`config.mk`:
```
export PLATFORM = sky130hd
export DESIGN_NAME = line_evt_dbuf_seq
export DESIGN_NICKNAME = d
export VERILOG_FILES = /design/src/rtl/lev_pkg.sv /design/src/rtl/lev_frame_track.sv /design/src/rtl/lev_line_counter.sv /design/src/rtl/lev_buf_select.sv /design/src/rtl/line_evt_dbuf_seq.sv
export SDC_FILE = /design/constraint.sdc
export NUM_CORES = 1
export LEC_CHECK = 0
export ABC_AREA = 1
export BUFFER_PORTS_ARGS = -buffer_cell sky130_fd_sc_hd__buf_2
export CAP_MARGIN = 20
export CORE_MARGIN = 2
export CORE_UTILIZATION = 38
export DETAILED_ROUTE_END_ITERATION = 12
export GPL_TIMING_DRIVEN = 0
export MAX_ROUTING_LAYER = met4
export PLACE_DENSITY = 0.75
export SLEW_MARGIN = 20
export SYNTH_ARGS = -nofsm -noshare
export SYNTH_HDL_FRONTEND = slang
export SYNTH_SLANG_ARGS = --single-unit
export TNS_END_PERCENT = 5
```
`constraint.sdc`:
```
create_clock -name clk -period 1.23 [get_ports clk]
set_clock_uncertainty 0.1 [all_clocks]
set_input_delay 0.0615 -clock clk [delete_from_list [all_inputs] [get_ports clk]]
set_output_delay 0.0615 -clock clk [all_outputs]
set_load 0.01 [all_outputs]
```
`src/rtl/lev_pkg.sv`:
```
package lev_pkg;

  typedef enum logic {
    BUF_FIRST  = 1'b0,
    BUF_SECOND = 1'b1
  } buf_id_e;

  // Number of counter bits needed for the largest exponent of a code width
  function automatic int cnt_bits(input int code_w);
    int max_exp;
    max_exp = (1 << code_w) - 1;
    return (max_exp > 0) ? max_exp : 1;
  endfunction

endpackage

```
`src/rtl/lev_frame_track.sv`:
```
module lev_frame_track #(
  parameter int CODE_W = 3
) (
  input  logic              clk,
  input  logic              rst,
  input  logic              frm_start,
  input  logic              frm_end,
  input  logic [CODE_W-1:0] mult_code,
  output logic              in_frame,
  output logic [CODE_W-1:0] code_q
);

  // Start takes priority over end when both arrive together
  always_ff @(posedge clk) begin
    if (rst) begin
      in_frame <= 1'b0;
      code_q   <= '0;
    end else if (frm_start) begin
      in_frame <= 1'b1;
      code_q   <= mult_code;
    end else if (frm_end) begin
      in_frame <= 1'b0;
    end
  end

endmodule

```
`src/rtl/lev_line_counter.sv`:
```
module lev_line_counter #(
  parameter int CODE_W = 3,
  parameter int CNT_W  = lev_pkg::cnt_bits(CODE_W)
) (
  input  logic              clk,
  input  logic              rst,
  input  logic              frm_start,
  input  logic              line_end,
  input  logic              in_frame,
  input  logic [CODE_W-1:0] code_q,
  output logic              line_evt
);

  logic [CNT_W-1:0] cnt_q;
  logic [CNT_W-1:0] last_idx;
  logic             count_en;

  // Terminal index is 2^code - 1: low 'code' bits set
  always_comb begin
    last_idx = '0;
    for (int i = 0; i < CNT_W; i++) begin
      if (i < int'(code_q)) last_idx[i] = 1'b1;
    end
  end

  assign count_en = line_end && in_frame && !frm_start;

  always_ff @(posedge clk) begin
    if (rst) begin
      cnt_q    <= '0;
      line_evt <= 1'b0;
    end else begin
      line_evt <= 1'b0;
      if (frm_start) begin
        cnt_q <= '0;
      end else if (count_en) begin
        if (cnt_q == last_idx) begin
          cnt_q    <= '0;
          line_evt <= 1'b1;
        end else begin
          cnt_q <= cnt_q + 1'b1;
        end
      end
    end
  end

endmodule

```
`src/rtl/lev_buf_select.sv`:
```
module lev_buf_select #(
  parameter int ADDR_W = 32
) (
  input  logic              clk,
  input  logic              rst,
  input  logic              frm_end,
  input  logic              dbuf_en,
  input  logic [ADDR_W-1:0] base_a,
  input  logic [ADDR_W-1:0] base_b,
  output logic              buf_sel,
  output logic [ADDR_W-1:0] cur_addr
);
  import lev_pkg::*;

  buf_id_e sel_q;
  buf_id_e sel_d;

  always_comb begin
    if (!dbuf_en)     sel_d = BUF_FIRST;
    else if (frm_end) sel_d = (sel_q == BUF_FIRST) ? BUF_SECOND : BUF_FIRST;
    else              sel_d = sel_q;
  end

  always_ff @(posedge clk) begin
    if (rst) begin
      sel_q    <= BUF_FIRST;
      cur_addr <= base_a;
    end else begin
      sel_q    <= sel_d;
      cur_addr <= (sel_d == BUF_SECOND) ? base_b : base_a;
    end
  end

  assign buf_sel = sel_q;

endmodule

```
`src/rtl/line_evt_dbuf_seq.sv`:
```
module line_evt_dbuf_seq #(
  parameter int ADDR_W = 32,
  parameter int CODE_W = 3
) (
  input  logic              clk,
  input  logic              rst,
  input  logic              frm_start,
  input  logic              frm_end,
  input  logic              line_end,
  input  logic [CODE_W-1:0] mult_code,
  input  logic              dbuf_en,
  input  logic [ADDR_W-1:0] base_a,
  input  logic [ADDR_W-1:0] base_b,
  output logic              line_evt,
  output logic [ADDR_W-1:0] cur_addr,
  output logic              buf_sel
);

  localparam int CNT_W = lev_pkg::cnt_bits(CODE_W);

  logic              in_frame_w;
  logic [CODE_W-1:0] code_w;

  lev_frame_track #(.CODE_W(CODE_W)) u_track (
    .clk       (clk),
    .rst       (rst),
    .frm_start (frm_start),
    .frm_end   (frm_end),
    .mult_code (mult_code),
    .in_frame  (in_frame_w),
    .code_q    (code_w)
  );

  lev_line_counter #(.CODE_W(CODE_W), .CNT_W(CNT_W)) u_lines (
    .clk       (clk),
    .rst       (rst),
    .frm_start (frm_start),
    .line_end  (line_end),
    .in_frame  (in_frame_w),
    .code_q    (code_w),
    .line_evt  (line_evt)
  );

  lev_buf_select #(.ADDR_W(ADDR_W)) u_bufs (
    .clk      (clk),
    .rst      (rst),
    .frm_end  (frm_end),
    .dbuf_en  (dbuf_en),
    .base_a   (base_a),
    .base_b   (base_b),
    .buf_sel  (buf_sel),
    .cur_addr (cur_addr)
  );

endmodule

```
==> flow_summary.json <==
{
  "status": "finished with violations",
  "setup_viol": 37,
  "hold_class": "in -> reg",
  "synth-seq-cells": 45,
  "r2r_cells": 7,
  "port_buffers": 105,
  "synthCells": 237,
  "cp-start-kind": "flip-flop",
  "syn_area_um2": 1760,
  "max_slew.worst_pin.slew_ns": 0.250,
  "die_h_um": 72.1,
  "drtPass1Iterations": 4,
  "postLayoutSetupSlackWorst_ns": -0.126,
  "grt_setup_unrepaired": "true",
  "final_cell_mix": "nand2_1, buf_2, dlygate4sd3_1, dfxtp_1, nor2_1",
  "worstHoldStart": "frm_start",
  "cp_max_fo": 10,
  "min_to": "u_track.in_frame",
  "dieWidth_um": 72.1,
  "grt_pass1_wl_um": 10300,
  "leakage_nw": 1.66,
  "drv_cap": 0,
  "grt_pass1_vias": 2288,
  "cts_max_level": 2,
  "post_dp_cell_area_um2": 2350,
  "viasPerCell": 4.61,
  "drtIter0Drc": 130,
  "finalHoldViolCount": 0,
  "critical_path_arrival_ns": 1.49,
  "io_pins": 107,
  "fin_nets": 497,
  "cts_root_buffer": "clkbuf_8",
  "syn_area_per_cell_um2": 7.44,
  "drcViolationCount": 0,
  "fin_cells": 476,
  "dp.cells": 394,
  "drive_above_1_share": 0.345,
  "yosysUniqueCellTypes": 23,
  "cts.sinks": 45,
  "yosys_warnings": 0,
  "regToRegSetupSlack_ns": -0.13,
  "cts_buffers": 5,
  "worst_r2r_endpoint": "u_bufs.cur_addr[17]",
  "crit_top_cell": "nand2_1",
  "die_area_um2": 5200,
  "routed-via-count": 2195,
  "path_clk_slew_ns": 0.08,
  "min_period_ns": 1.36,
  "place_congestion": 0.836,
  "routedWlPerCell_um": 14.0,
  "final_area_um2": 3240,
  "timing.fmax_mhz": 738,
  "violations": "negative setup slack",
  "critPathTopFamily": "simple AND/OR/NAND/NOR gates",
  "hpwl_um": 3180,
  "antenna_found_initial": 0,
  "drv_slew": 0,
  "clockBufferDepth": 2,
  "post-route-period-util": 1.10,
  "clk_latency_ns": 0.29,
  "grt_max_degree": 13,
  "synthToLayoutAreaGrowth_pct": 83.8,
  "coreArea_um2": 4410,
  "ant_nets": 0,
  "hold_depth": 3,
  "timing.critical_path.buf_inv": 2,
  "worst-setup-path-type": "reg -> reg",
  "path_cells": "xor2_1, nand2_1, nor2_4, buf_6, buf_6, nand2_1, nand2_1",
  "drt-total-wl_um": 6650,
  "initial_utilization": 0.399,
  "synth_nets": 311,
  "end_kind": "flip-flop",
  "r2r-start": "u_bufs.buf_sel",
  "ys_seq_area_frac": 0.511,
  "grt_overflow": 0,
  "crit_required_ns": 1.36,
  "rows": 24,
  "cts_tree": "built",
  "p_per_area_nw_per_um2": 993,
  "cp_slowest_stage_delay_ns": 0.34,
  "ir_worst_vdd_mv": 0.681,
  "relSlewSlack": 0.832,
  "grtUsageTotal": 0.267,
  "cpMaxStageDelayCell": "dfxtp_2",
  "final_common_cell": "nand2_1"
}
[worst max path at each step]
stage	startpoint	slack, ns	endpoint	cells past startpoint
floorplan	u_bufs.buf_sel	-0.01	u_bufs.cur_addr[0]	7
global placement	u_lines.cnt_q[0]	-0.14	u_lines.cnt_q[4]	6
detailed placement	u_lines.cnt_q[0]	-0.16	u_lines.cnt_q[4]	6
CTS	u_bufs.buf_sel	-0.12	u_bufs.cur_addr[3]	7
global route	u_bufs.buf_sel	-0.18	u_bufs.cur_addr[2]	7
finish	u_bufs.buf_sel	-0.13	u_bufs.cur_addr[17]	7
[synth_stat cells]
master | n | area share
a211oi_1 | 3 | 0.013
a21oi_1 | 2 | 0.0057
buf_2 | 1 | 0.0028
buf_4 | 3 | 0.013
buf_6 | 3 | 0.019
dfxtp_1 | 45 | 0.51
ha_1 | 1 | 0.0071
inv_1 | 11 | 0.023
inv_2 | 3 | 0.0064
nand2_1 | 120 | 0.26
nand2_2 | 1 | 0.0036
nand3_1 | 5 | 0.014
nand3_2 | 1 | 0.0057
nand3_4 | 1 | 0.0099
nor2_1 | 21 | 0.045
nor2_2 | 1 | 0.0036
nor2_4 | 1 | 0.0064
nor2b_1 | 1 | 0.0036
nor3_1 | 1 | 0.0028
nor3_2 | 1 | 0.0057
o21a_1 | 1 | 0.0043
o21ai_0 | 5 | 0.014
xor2_1 | 5 | 0.025
[flip-flops by register name, summed over array words and instances (netlist names)]
register          count
u_bufs.cur_addr      32
u_bufs.buf_sel        1
u_lines.line_evt      1
u_track.code_q        3
u_lines.cnt_q         7
u_track.in_frame      1
[layout make-up]
| type | count | area (µm²) |
|---|---|---|
| Timing Repair Buffer | 180 | 1270 |
| Fill cell | 312 | 1170 |
| Sequential cell | 45 | 913 |
| Multi-Input combinational cell | 171 | 787 |
| Clock buffer | 7 | 86.3 |
| Tap cell | 52 | 65.1 |
| Buffer | 6 | 61.3 |
| Inverter | 14 | 57.6 |
| Antenna cell | 1 | 2.50 |
[cells by family after synthesis]
family,Yosys count,share of synthesized area
fa+ha+maj,1,0.00710
compound gates,11,0.0369
buf+inv,21,0.0646
xor+xnor,5,0.0248
simple gates,154,0.356
flops,45,0.511
[worst reg2reg max path, cell delays in order, from the launching register on]
cell and delay [ns]:
dfxtp_2 0.34, xor2_1 0.14, nand2_1 0.11, nor2_4 0.20
buf_6 0.14, buf_6 0.13, nand2_1 0.08, nand2_1 0.07
[routing by layer]
layer | wire (µm) | vias to the layer above | track usage
met5 | 0 | - | -
met1 | 2470 | 985 | 0.276
met4 | 168 | 0 | 0.0922
met3 | 557 | 19 | 0.0806
met2 | 3450 | 102 | 0.477
li1 | - | 1089 | -
[per-stage QoR]
step | utilization | setup WS, ns | TNS [ns] | hold slack [ns] | total power [mW]
after floorplan | - | -0.0116 | -0.349 | 0.0646 | 1.85
after global placement | 0.533 | -0.138 | -3.60 | 0.147 | 2.08
after detailed placement | 0.533 | -0.156 | -4.60 | 0.151 | 2.09
after CTS | 0.715 | -0.116 | -3.42 | -0.0700 | 3.17
after global routing | 0.734 | -0.178 | -5.64 | 0.0422 | 3.34
final | 0.734 | -0.126 | -3.27 | 0.0359 | 3.22
[report_power, final]
part,switching (mW),leakage (nW),internal [mW]
clock,0.465,0.0443,0.446
combinational,0.320,1.24,0.384
sequential,0.0436,0.379,1.56
total,0.829,1.66,2.39
[timing repair]
item	CTS	global route
setup endpoints to repair	38	40
gates cloned	0	0
hold endpoints to repair	38	5
pin swaps	3	3
setup buffers	1	4
hold buffers	69	1
gates resized for setup	6	18
Power figures use the tool's default switching activity.
